<file path="src/rtl/isr_level_tracker.sv">
module isr_level_tracker #(
  parameter int N_SRC   = 4,
  parameter int DIV_W   = 2,
  parameter int VEC_W   = 16,
  parameter int PF_VEC  = 'h33,
  parameter int HI_BASE = 'h03,
  parameter int LO_BASE = 'h43,
  parameter int STRIDE  = 8,
  parameter int DIV_RST = 0
) (
  input  logic             clk,
  input  logic             rst_n,
  input  logic             irq_pf_i,
  input  logic [N_SRC-1:0] irq_hi_i,
  input  logic [N_SRC-1:0] irq_lo_i,
  input  logic             ack_i,
  input  logic             reti_i,
  input  logic             tx_busy_i,
  input  logic             rx_busy_i,
  input  logic             div_wr_i,
  input  logic [DIV_W-1:0] div_wdata_i,
  output logic             grant_o,
  output logic [1:0]       grant_lvl_o,
  output logic [VEC_W-1:0] vec_o,
  output logic [7:0]       status_o,
  output logic [DIV_W-1:0] div_o
);
  localparam int IDX_W = (N_SRC > 1) ? $clog2(N_SRC) : 1;

  function automatic logic [IDX_W-1:0] first_set(input logic [N_SRC-1:0] v);
    first_set = '0;
    for (int i = N_SRC - 1; i >= 0; i--)
      if (v[i]) first_set = IDX_W'(i);
  endfunction

  logic [2:0] isv, isv_nx;
  logic       pf_ok, hi_ok, lo_ok;

  assign pf_ok = irq_pf_i && !isv[2];
  assign hi_ok = (|irq_hi_i) && (isv[2:1] == 2'b00);
  assign lo_ok = (|irq_lo_i) && (isv == 3'b000);

  assign grant_o     = pf_ok | hi_ok | lo_ok;
  assign grant_lvl_o = pf_ok ? 2'd2 : (hi_ok ? 2'd1 : 2'd0);

  always_comb begin
    if (pf_ok)
      vec_o = VEC_W'(PF_VEC);
    else if (hi_ok)
      vec_o = VEC_W'(HI_BASE) + VEC_W'(STRIDE) * VEC_W'(first_set(irq_hi_i));
    else if (lo_ok)
      vec_o = VEC_W'(LO_BASE) + VEC_W'(STRIDE) * VEC_W'(first_set(irq_lo_i));
    else
      vec_o = '0;
  end

  always_comb begin
    isv_nx = isv;
    if (reti_i) begin
      if (isv[2])      isv_nx[2] = 1'b0;
      else if (isv[1]) isv_nx[1] = 1'b0;
      else             isv_nx[0] = 1'b0;
    end
    if (ack_i && grant_o) isv_nx[grant_lvl_o] = 1'b1;
  end

  always_ff @(posedge clk) begin
    if (!rst_n) begin
      isv   <= '0;
      div_o <= DIV_W'(DIV_RST);
    end else begin
      isv <= isv_nx;
      if (div_wr_i && !(tx_busy_i || rx_busy_i)) div_o <= div_wdata_i;
    end
  end

  assign status_o = {isv, 3'b000, rx_busy_i, tx_busy_i};
endmodule

</file>
<file path="config.mk">
export PLATFORM = sky130hd
export DESIGN_NAME = isr_level_tracker
export DESIGN_NICKNAME = d
export VERILOG_FILES = /design/src/rtl/isr_level_tracker.sv
export SDC_FILE = /design/constraint.sdc
export NUM_CORES = 1
export LEC_CHECK = 0
export BUFFER_PORTS_ARGS = -buffer_cell sky130_fd_sc_hd__buf_4
export CAP_MARGIN = 20
export CELL_PAD_IN_SITES_DETAIL_PLACEMENT = 0
export CELL_PAD_IN_SITES_GLOBAL_PLACEMENT = 2
export CORE_ASPECT_RATIO = 0.6
export CORE_MARGIN = 2
export CORE_UTILIZATION = 19
export CTS_BUF_LIST = sky130_fd_sc_hd__clkbuf_4 sky130_fd_sc_hd__clkbuf_8
export DETAILED_ROUTE_END_ITERATION = 7
export HOLD_SLACK_MARGIN = 0.08
export PLACE_DENSITY = 0.86
export SLEW_MARGIN = 40
export SYNTH_ARGS = -nofsm -noshare
export SYNTH_HDL_FRONTEND = slang
export SYNTH_SLANG_ARGS = --single-unit
</file>
<file path="constraint.sdc">
create_clock -name clk -period 2.65 [get_ports clk]
set_input_delay 0.3975 -clock clk [delete_from_list [all_inputs] [get_ports clk]]
set_output_delay 0.3975 -clock clk [all_outputs]
set_load 0.005 [all_outputs]
</file>
==> results.toml <==
[run_status]
outcome = "finished clean"

[clock_tree]
clk_pin_slew_ns = 0.04
cts_made_buffers = 3
htree_levels = 1
postCtsSetupRepairBufs = 0
cts.sinks = 5
cts-resized-gates = 0
clock_latency_ns = 0.22
cts_tree = "yes"
cts_buffer_depth = 2
hold_buffers = 0
clockRootBuffer = "clkbuf_8"

[min_path]
hp-start = "ack_i"
holdCritPathClass = "input pin to register"

[die]
rows = 14
die_w_um = 70.3
die_area_um2 = 3080
io_pins = 47
coreArea_um2 = 2500
start_util_pct = 20.0
fp.dieH_um = 43.8

[yosys]
synth_area_um2 = 502
synth-simple-area-share_pct = 28.9
synth.distinct_cells = 26
synth-adder-area-share_pct = 0
syn_inst = 62
yosysWarningCount = 0
synthXorXnorAreaFrac_pct = 0
syn_avg_cell_area_um2 = 8.09
synth_compound_area_share_pct = 16.5
yosysSeqAreaShare_pct = 20.0
ys_ff_latch = 5
synth_top_family_by_area = "buffers and inverters"
muxShareOfSynthArea_pct = 3.99

[power_and_ir_drop]
p_leak_nw = 0.353
ir_drop_mv = 0.136
intPower_w = 0.000238
p_per_area_nw_per_um2 = 423
power_frac_seq_pct = 26.6
p_comb_share_pct = 24.7
clockPowerShare_pct = 48.7
switchingPower_w = 0.0000765
switching_share_pct = 24.3

[timing]
period_needed_ns = 2.10
setup_tns_ns = 0
clock.fmax_ghz = 0.476
rsz0062_at_grt = "no"
finalSetupViolations = 0
post-route-period-util_pct = 79.3
hold_violations = 0
final_max_slew_viol_count = 0
setup_slack_ns = 0.549
fin_skew_ns = 0.00203

[route]
drtPass1Iterations = 2
wirelength_um = 1270
detail-route-antenna-nets = 0
initialDrtViolationCount = 9
viasPerCell = 3.96
drc = 0
wl_per_cell_um = 10.3
vias = 491

[setup_path]
worst-setup-path-type = "input pin to primary output"
rrSetupSlack_ns = 1.32
r2r_start = "isv[2]"
cp-end-kind = "primary output"
required_ns = 2.25
worstPathMaxFanout = 3
timing.critical_path.from = "irq_lo_i[1]"
worstPathArrival_ns = 1.70
startpoint_type = "input pin"

[final_layout]
layout_commonest_cell = "buf_4"
diodes = 0
nNetsFinal = 111
utilization_pct = 29.7
final_cell_mix = "33 x buf_4, 13 x conb_1, 5 x nor2b_1, 5 x dfxtp_1, 4 x nor3_1"
synthToLayoutAreaGrowth_pct = 48.4
drive_gt1_share_pct = 44.6

[placed_design]
dp_slack_ns = 0.547
dp_hpwl_um = 1060
place.gp.congestion = 0.630
port_buffers = 33

[job]
drv_cap = 0

[grt]
grt_pass1_vias = 450
antenna_found_initial = 0
grt_max_degree = 12
gr-total-overflow = 0
grtUsageTotal_pct = 8.82
grt_pass1_wl_um = 2060
## critical path, stage by stage
cell,delay (ns)
buf_4,0.11
or4_1,0.56
a211oi_1,0.37
nor3_1,0.11
buf_4,0.15
## worst paths after layout
kind,cells past startpoint,end
min reg2reg,2,div_o[1]
max reg2reg,3,isv[0]
max,5,vec_o[0]
min,2,isv[0]
## cell usage after synthesis
master    instances  area (um2)
nand3_1           1        5.00
nor3b_1           1        7.51
or4_1             1        7.51
a211oi_1          2        15.0
o31ai_1           1        7.51
or2_2             1        6.26
a21oi_1           2        10.0
o21ai_0           3        15.0
a22o_1            1        8.76
buf_4            18         135
or4_4             1        11.3
a31o_1            1        8.76
clkbuf_1          1        3.75
a21boi_0          1        7.51
nor3_1            4        20.0
o311a_1           1        10.0
nor2b_1           5        31.3
and2_1            1        6.26
and2_2            1        7.51
dfxtp_1           5         100
or3_1             1        6.26
conb_1            1        3.75
inv_1             3        11.3
nor4_1            2        12.5
mux2i_1           2        20.0
nor4b_4           1        23.8
## cells by family after synthesis
group           count (synthesis)
other cells                     1
flops                           5
simple gates                   20
compound gates                 12
mux                             2
buf+inv                        22
## state kept, by name, summed over array words and instances (netlist names)
register  count
isv           3
div_o         2
## layer usage
metal,GRT usage [%],wire length (um),up-vias
li1,-,-,252
met4,5.77,36,0
met5,0,0,-
met2,14.0,606,19
met3,3.02,82,4
met1,10.4,549,216
## cell type report
cell class | instances | area, um2
clock buffers | 4 | 48.8
fillers | 264 | 1760
inverters | 3 | 11.3
multi-input cells | 47 | 297
flip-flops and latches | 5 | 100
well taps | 32 | 40.0
repair buffers | 33 | 248
## per-stage QoR
| stage | cell area (um2) | hold WS, ns | instances | power (W) |
|---|---|---|---|---|
| 2_1_floorplan | 547 | 0.507 | 74 | 0.000133 |
| 3_3_place_gp | 696 | 0.501 | 120 | 0.000162 |
| 3_5_place_dp | 696 | 0.509 | 120 | 0.000163 |
| 4_1_cts | 744 | 0.412 | 124 | 0.000320 |
| 5_1_grt | 744 | 0.426 | 124 | 0.000331 |
| 6_report | 744 | 0.416 | 124 | 0.000315 |
## power groups by stage
stage                     Clock [W]  Sequential (W)  Combinational, W
after detailed placement          0       0.0000848         0.0000780
after global routing       0.000159       0.0000847         0.0000865
after CTS                  0.000158       0.0000837         0.0000781
after global placement            0       0.0000849         0.0000772
after floorplan                   0       0.0000825         0.0000508
final                      0.000153       0.0000838         0.0000776
(Power assumes the default switching activity.)
